File: src/rtl/ll_fetch_pkg.sv
package ll_fetch_pkg;

  localparam int DESC_WORDS = 4;
  localparam int DESC_IDX_W = $clog2(DESC_WORDS);

  // word positions inside a descriptor; the read order follows these
  localparam int W_SRC  = 0;
  localparam int W_DST  = 1;
  localparam int W_LEN  = 2;
  localparam int W_NEXT = 3;

  typedef enum logic [2:0] {
    ST_IDLE,
    ST_FETCH,
    ST_LOAD,
    ST_RUN,
    ST_NEXT
  } fetch_state_e;

endpackage

File: src/rtl/ll_addr_gen.sv
module ll_addr_gen #(
  parameter int DW = 32
) (
  input  logic          clk,
  input  logic          rst_n,
  input  logic          load_head,
  input  logic [DW-1:0] head,
  input  logic          load_link,
  input  logic [DW-1:0] link,
  input  logic          step,
  input  logic          wrap_en,
  input  logic [DW-1:0] wrap_at,
  input  logic [DW-1:0] wrap_to,
  output logic [DW-1:0] addr
);

  logic [DW-1:0] addr_q;
  logic [DW-1:0] inc;
  logic [DW-1:0] stepped;

  assign inc     = addr_q + DW'(1);
  assign stepped = (wrap_en && (inc == wrap_at)) ? wrap_to : inc;
  assign addr    = addr_q;

  always_ff @(posedge clk or negedge rst_n) begin
    if (!rst_n) begin
      addr_q <= '0;
    end else if (load_head) begin
      addr_q <= head;
    end else if (load_link) begin
      addr_q <= link;
    end else if (step) begin
      addr_q <= stepped;
    end
  end

endmodule

File: src/rtl/ll_desc_regs.sv
module ll_desc_regs
  import ll_fetch_pkg::*;
#(
  parameter int DW = 32
) (
  input  logic                                clk,
  input  logic                                rst_n,
  input  logic                                wr_en,
  input  logic [DESC_IDX_W-1:0]               wr_idx,
  input  logic [DW-1:0]                       wr_data,
  output logic [DESC_WORDS-1:0][DW-1:0]       words
);

  for (genvar g = 0; g < DESC_WORDS; g++) begin : g_word
    always_ff @(posedge clk or negedge rst_n) begin
      if (!rst_n) begin
        words[g] <= '0;
      end else if (wr_en && (wr_idx == DESC_IDX_W'(g))) begin
        words[g] <= wr_data;
      end
    end
  end

endmodule

File: src/rtl/ll_ctrl.sv
module ll_ctrl
  import ll_fetch_pkg::*;
(
  input  logic                  clk,
  input  logic                  rst_n,
  input  logic                  start,
  input  logic                  rd_req_ready,
  input  logic                  rd_rsp_valid,
  input  logic                  cfg_ready,
  input  logic                  chan_done,
  input  logic                  last_flag,
  output logic                  rd_req_valid,
  output logic                  cap_en,
  output logic [DESC_IDX_W-1:0] cap_idx,
  output logic                  load_head,
  output logic                  load_link,
  output logic                  step,
  output logic                  cfg_valid,
  output logic                  busy,
  output logic                  list_done
);

  fetch_state_e          state_q;
  logic [DESC_IDX_W-1:0] beat_q;
  logic                  wait_q;
  logic                  done_q;
  logic                  last_beat;

  assign last_beat    = (beat_q == DESC_IDX_W'(DESC_WORDS - 1));
  assign rd_req_valid = (state_q == ST_FETCH) && !wait_q;
  assign cap_en       = (state_q == ST_FETCH) && wait_q && rd_rsp_valid;
  assign cap_idx      = beat_q;
  assign step         = cap_en && !last_beat;
  assign load_head    = (state_q == ST_IDLE) && start;
  assign load_link    = (state_q == ST_NEXT) && !last_flag;
  assign cfg_valid    = (state_q == ST_LOAD);
  assign busy         = (state_q != ST_IDLE);
  assign list_done    = done_q;

  always_ff @(posedge clk or negedge rst_n) begin
    if (!rst_n) begin
      state_q <= ST_IDLE;
      beat_q  <= '0;
      wait_q  <= 1'b0;
      done_q  <= 1'b0;
    end else begin
      done_q <= 1'b0;
      unique case (state_q)
        ST_IDLE: begin
          if (start) begin
            state_q <= ST_FETCH;
            beat_q  <= '0;
            wait_q  <= 1'b0;
          end
        end
        ST_FETCH: begin
          if (rd_req_valid && rd_req_ready) begin
            wait_q <= 1'b1;
          end
          if (cap_en) begin
            wait_q <= 1'b0;
            if (last_beat) begin
              state_q <= ST_LOAD;
            end else begin
              beat_q <= beat_q + DESC_IDX_W'(1);
            end
          end
        end
        ST_LOAD: begin
          if (cfg_ready) begin
            state_q <= ST_RUN;
          end
        end
        ST_RUN: begin
          if (chan_done) begin
            state_q <= ST_NEXT;
          end
        end
        ST_NEXT: begin
          if (last_flag) begin
            state_q <= ST_IDLE;
            done_q  <= 1'b1;
          end else begin
            state_q <= ST_FETCH;
            beat_q  <= '0;
          end
        end
        default: state_q <= ST_IDLE;
      endcase
    end
  end

endmodule

File: src/rtl/ll_desc_fetcher.sv
module ll_desc_fetcher
  import ll_fetch_pkg::*;
#(
  parameter int DW = 32
) (
  input  logic          clk,
  input  logic          rst_n,
  input  logic          start,
  input  logic [DW-1:0] head_ptr,
  input  logic          wrap_en,
  input  logic [DW-1:0] wrap_at,
  input  logic [DW-1:0] wrap_to,
  output logic          rd_req_valid,
  input  logic          rd_req_ready,
  output logic [DW-1:0] rd_req_addr,
  input  logic          rd_rsp_valid,
  input  logic [DW-1:0] rd_rsp_data,
  output logic          cfg_valid,
  input  logic          cfg_ready,
  output logic [DW-1:0] cfg_src,
  output logic [DW-1:0] cfg_dst,
  output logic [DW-2:0] cfg_len,
  output logic          cfg_last,
  input  logic          chan_done,
  output logic          busy,
  output logic          list_done
);

  localparam int LAST_BIT = DW - 1;

  logic                            cap_en;
  logic [DESC_IDX_W-1:0]           cap_idx;
  logic                            load_head;
  logic                            load_link;
  logic                            step;
  logic [DESC_WORDS-1:0][DW-1:0]   words;

  ll_ctrl u_ctrl (
    .clk          (clk),
    .rst_n        (rst_n),
    .start        (start),
    .rd_req_ready (rd_req_ready),
    .rd_rsp_valid (rd_rsp_valid),
    .cfg_ready    (cfg_ready),
    .chan_done    (chan_done),
    .last_flag    (cfg_last),
    .rd_req_valid (rd_req_valid),
    .cap_en       (cap_en),
    .cap_idx      (cap_idx),
    .load_head    (load_head),
    .load_link    (load_link),
    .step         (step),
    .cfg_valid    (cfg_valid),
    .busy         (busy),
    .list_done    (list_done)
  );

  ll_addr_gen #(.DW(DW)) u_addr (
    .clk       (clk),
    .rst_n     (rst_n),
    .load_head (load_head),
    .head      (head_ptr),
    .load_link (load_link),
    .link      (words[W_NEXT]),
    .step      (step),
    .wrap_en   (wrap_en),
    .wrap_at   (wrap_at),
    .wrap_to   (wrap_to),
    .addr      (rd_req_addr)
  );

  ll_desc_regs #(.DW(DW)) u_regs (
    .clk     (clk),
    .rst_n   (rst_n),
    .wr_en   (cap_en),
    .wr_idx  (cap_idx),
    .wr_data (rd_rsp_data),
    .words   (words)
  );

  assign cfg_src  = words[W_SRC];
  assign cfg_dst  = words[W_DST];
  assign cfg_len  = words[W_LEN][DW-2:0];
  assign cfg_last = words[W_LEN][LAST_BIT];

endmodule

File: config.mk
export PLATFORM = sky130hd
export DESIGN_NAME = ll_desc_fetcher
export DESIGN_NICKNAME = d
export VERILOG_FILES = /design/src/rtl/ll_fetch_pkg.sv /design/src/rtl/ll_addr_gen.sv /design/src/rtl/ll_desc_regs.sv /design/src/rtl/ll_ctrl.sv /design/src/rtl/ll_desc_fetcher.sv
export SDC_FILE = /design/constraint.sdc
export NUM_CORES = 1
export LEC_CHECK = 0
export BUFFER_PORTS_ARGS = -buffer_cell sky130_fd_sc_hd__buf_2
export CELL_PAD_IN_SITES_DETAIL_PLACEMENT = 1
export CELL_PAD_IN_SITES_GLOBAL_PLACEMENT = 1
export CORE_MARGIN = 4
export CORE_UTILIZATION = 44
export DETAILED_ROUTE_END_ITERATION = 12
export GPL_TIMING_DRIVEN = 0
export PLACE_DENSITY = 0.88
export SYNTH_ARGS = -nofsm -noshare
export SYNTH_HDL_FRONTEND = slang
export SYNTH_HIERARCHICAL = 1
export SYNTH_SLANG_ARGS = --single-unit
File: constraint.sdc
create_clock -name clk -period 6.9 [get_ports clk]
set_input_delay 1.38 -clock clk [delete_from_list [all_inputs] [get_ports clk]]
set_output_delay 1.38 -clock clk [all_outputs]
set_load 0.01 [all_outputs]
==> results by stage <==
CTS:
- Counting along the longest clock path gives a buffer depth of 2.
- The TritonCTS clock tree is built.
- Buffers inserted during clock tree synthesis total 17.
- The buffer cell driving the clock tree root is clkbuf_16.
- The count of hold buffers inserted by post-cts repair is 0.
- Clock-pin slew was measured on the worst setup and hold paths at around 0.080 ns.
- The quantity of gates resized following cts is 0.
- The post-CTS setup-driven buffer insertion count is 0.
- In this run the number of H-tree levels came out at 4.
- The clock insertion delay at the later pin of the skew report is 0.43 ns.
- For this design, the sink count on the clock tree is between 150 and 200.

Final layout:
- The area of the multi-input gates is roughly 5600 um2.
- The number of nets in the layout is around 1400.
- The fill cell instance count of the final layout is roughly 2600.
- In the final layout, the share of cells above drive strength 1 is around two fifths.
- The area added between synthesis and finish is 23.1%.
- With fillers left out, the area of the finished cells amounts to between 10000 and 15000 um2.
- Registers take roughly 4200 um2.
- Cells fill a little under three fifths of the core in the end.

Routing:
- The number of DRC markers after the initial detailed-route iteration is between 900 and 1000.
- The total number of vias is ~10000.
- In the routed layout, each cell is associated on average with a via count of 6.36.
- For this block, the routed nets add up to around 44 mm of wire.
- The count of antenna-violating nets left after detailed routing is 0.
- Dividing the detail-routed wire length by the instance count gives 27.1 um.
- The remaining routing DRC violations is 0.
- The number of optimization iterations in the first detailed-route pass is 5.

Logic synthesis:
- The number of nets in the synthesized netlist is 1135.
- In this run, synthesis produced a sequential element count of 167.
- In this run, synthesis inferred 0 flip-flops with an integrated enable.
- The total number of yosys warnings is 6.
- dfrtp_1 is the most common cell in the netlist.
- Sequential elements use roughly two fifths of the synthesized area.
- Counting instances in the post-synthesis netlist gives the leading cell types as dfrtp_1 (167), mux2_2 (128), nor2_1 (65), clkbuf_1 (38), nor4_1 (35).
- The most used flip-flop cell after synthesis is dfrtp_1.
- The synthesized design spends more area on one cell type than any other, namely dfrtp_1.
- The count of cell types in the netlist is 86.
- Yosys attributes the largest share of cell area to dfrtp_1 (41%), mux2_2 (14%), xnor2_1 (2.7%).
- The gate count after technology mapping is ~1000.
- The cell area that synthesis handed to floorplanning was ~10000 um2.
- The area share of the largest cell type after synthesis is 40.8%.
- The mean cell area of the mapped netlist is ~10 um2.
- Counting flops with an async set or reset pin after synthesis yields a share of between 90% and 100%.

Timing:
- Between clock sinks in the finished design, the worst skew comes to between 0.01 and 0.015 ns.
- In this run the tightest slew margin relative to its limit is under 10%.
- Adding up every negative setup slack in the final design gives 0 ns.
- For the pin with the worst max-slew slack, the measured transition is 1.42 ns.
- The final count of pins violating max slew was 0.
- The worst hold margin is slightly above 0.5 ns.
- The number of failing hold endpoints at the final stage is 0.
- The final critical delay including setup and external delays is between 4 and 5 ns.
- Setup repair after global routing left no endpoint under its margin.
- The post-route fraction of the period consumed by the critical path is about 68%.
- Derived from the worst setup path, the maximum achievable clock frequency is 212 MHz.
- Setup violations remaining at the end of the flow were counted as 0.

Pwr:
- The maximum vdd ir drop is 0.000263 V.
- The reported leakage power is ~0.0056 uW.
- The total power per unit cell area is about 400 nW/um2.
- The total power draw is between 4000 and 5000 uW.

Flow run:
- Max-cap violations in this run came to 0.

Floorplanning:
- The die covers ~26000 um2.
- The site row count is 55.
- In this run the horizontal extent of the chip is between 150 and 200 um.
- roughly 270 I/O pins were placed.
- The die outline height is 161 um.
- Once the floorplan was initialized, standard cells occupied about 45% of the core.
- The core region is around 23000 um2.

Global routing:
- Across every metal layer, demand over resource in global routing totals about a third.
- The aggregate global routing overflow is 0.
- Entering global routing, the biggest net connects ~110 pins.
- The first global-routing pass estimated 66.5 mm of wire.
- The initial antenna violation count is 4.
- The via count of the first global-routing pass is between 10000 and 15000.

Worst hold path:
- The worst min-delay path class is flip-flop to flip-flop.

Worst setup path:
- The worst setup path is launched from a flip-flop.
- The startpoint-to-endpoint class of the critical path is flip-flop to flip-flop.
- Traced cell by cell, the critical path runs through ha_1 > nand4_1 > buf_4 > nor4_1 > xnor2_1 > o311ai_0 > nor4bb_1 > clkbuf_1 > nand4_2 > clkbuf_1 > nor4_1 > o32ai_1.
- The critical path capture point type is a flip-flop.
- The number of buffers and inverters on the critical path is 3.
- Data on the critical path is required at its endpoint by slightly above 7 ns.
- Of all nets on the critical path, the largest fanout is 10.
- In this design, the stage delay of the slowest critical-path cell is 0.63 ns.
- At the worst endpoint, the arrival time is 5.02 ns.
- The largest delay contributor family on the critical path is simple AND/OR/NAND/NOR gates.
- The standard cell with the maximum stage delay on the critical path is dfrtp_1.

Outcome:
- The flow ran to the end, and the final reports show no timing, DRC or antenna violations.

Placement:
- In this run the tool buffered the top-level ports with about 270 buffer cells.
- Detailed placement finished with a half-perimeter wire length of 32.3 mm.
- The weighted congestion at the end of routability-driven global placement is just under 1.
- Once placement finished, the instance area stood at about 12000 um2.
kinds of logic (layout without fill, tap and decap cells):
group	Yosys count	after routing	share of synthesized area (%)
adder cells (fa/ha/maj)	2	2	0.244
XOR/XNOR	52	52	4.99
multiplexers	137	137	15.0
AND/OR/NAND/NOR	327	327	19.3
AO/OA/AOI/OAI	210	210	14.8
other	0	2	0
flip-flops	167	167	40.8
buffers and inverters	102	402	4.84
where the power goes:
group / switching [uW] / leakage [uW] / internal [uW]
logic: 1420 / 0.00331 / 978
registers: 289 / 0.00202 / 1340
clock network: 466 / 0.000292 / 496
through the flow:
step                std cells  setup WS, ns
finish                   1612          2.18
CTS                      1610          2.32
floorplan                 997          3.41
global placement         1577          1.85
global route             1610          1.99
detailed placement       1578          2.38
sequential cells by signal, summed over array words and instances, names as in the netlist:
name / cells
u_ctrl/cap_idx: 2
u_ctrl/state_q: 3
u_ctrl/list_done: 1
u_regs/words: 128
u_ctrl/wait_q: 1
u_addr/addr: 32
worst reg2reg max path: cells and delay by family (launching register included):
family                   cells  cell delay, ns
AND/OR/NAND/NOR              5            2.09
buffers and inverters        3            0.85
flip-flops                   1            0.63
adder cells (fa/ha/maj)      1            0.40
AO/OA/AOI/OAI                2            0.34
XOR/XNOR                     1            0.28
final timing paths:
kind,startpoint,end,slack (ns),cells past startpoint
max,u_addr/addr[0],u_addr/addr[16],2.18,12
min,u_regs/words[72],u_regs/words[72],0.50,1
max reg2reg,u_addr/addr[0],u_addr/addr[16],2.18,12
min reg2reg,u_regs/words[72],u_regs/words[72],0.50,1
max in group asynchronous,rst_n,u_regs/words[45],5.10,2
min in group asynchronous,rst_n,u_regs/words[67],0.86,1
area by class of cell:
class / instances / area share (%)
multi-input combinational: 728 / 44.1
sequential: 167 / 33.2
timing repair buffer: 268 / 10.9
buffer: 88 / 3.51
clock buffer: 18 / 3.48
tap: 313 / 3.11
clock inverter: 14 / 1.23
inverter: 14 / 0.417
antenna: 2 / 0.0397
placed cells by master (no fill, tap or decap), drive strengths merged, types with 5 or more instances in the layout:
cell	count
buf	316
dfrtp	167
mux2	130
nor2	65
clkbuf	58
nor4	35
nor2b	34
o21ai	34
xnor2	31
nand2	29
nor3b	29
a31oi	26
a211oi	26
o32ai	24
nand4	24
inv	22
a21oi	20
nand3	20
nor3	19
xor2	17
o211ai	15
and4	13
o31a	13
and3	11
or4	7
nand2b	7
mux2i	7
or3	7
o2111ai	6
and2	6
a21o	6
clkinv	6
o22ai	5
metal layers:
metal	vias up	wire length, um	track usage (%)
met2	599	21700	57.5
met5	-	26	0
li1	4358	-	-
met3	112	3490	6.85
met1	5182	16500	40.1
met4	4	1920	14.4
No activity file was read; power rests on OpenSTA's default activity.
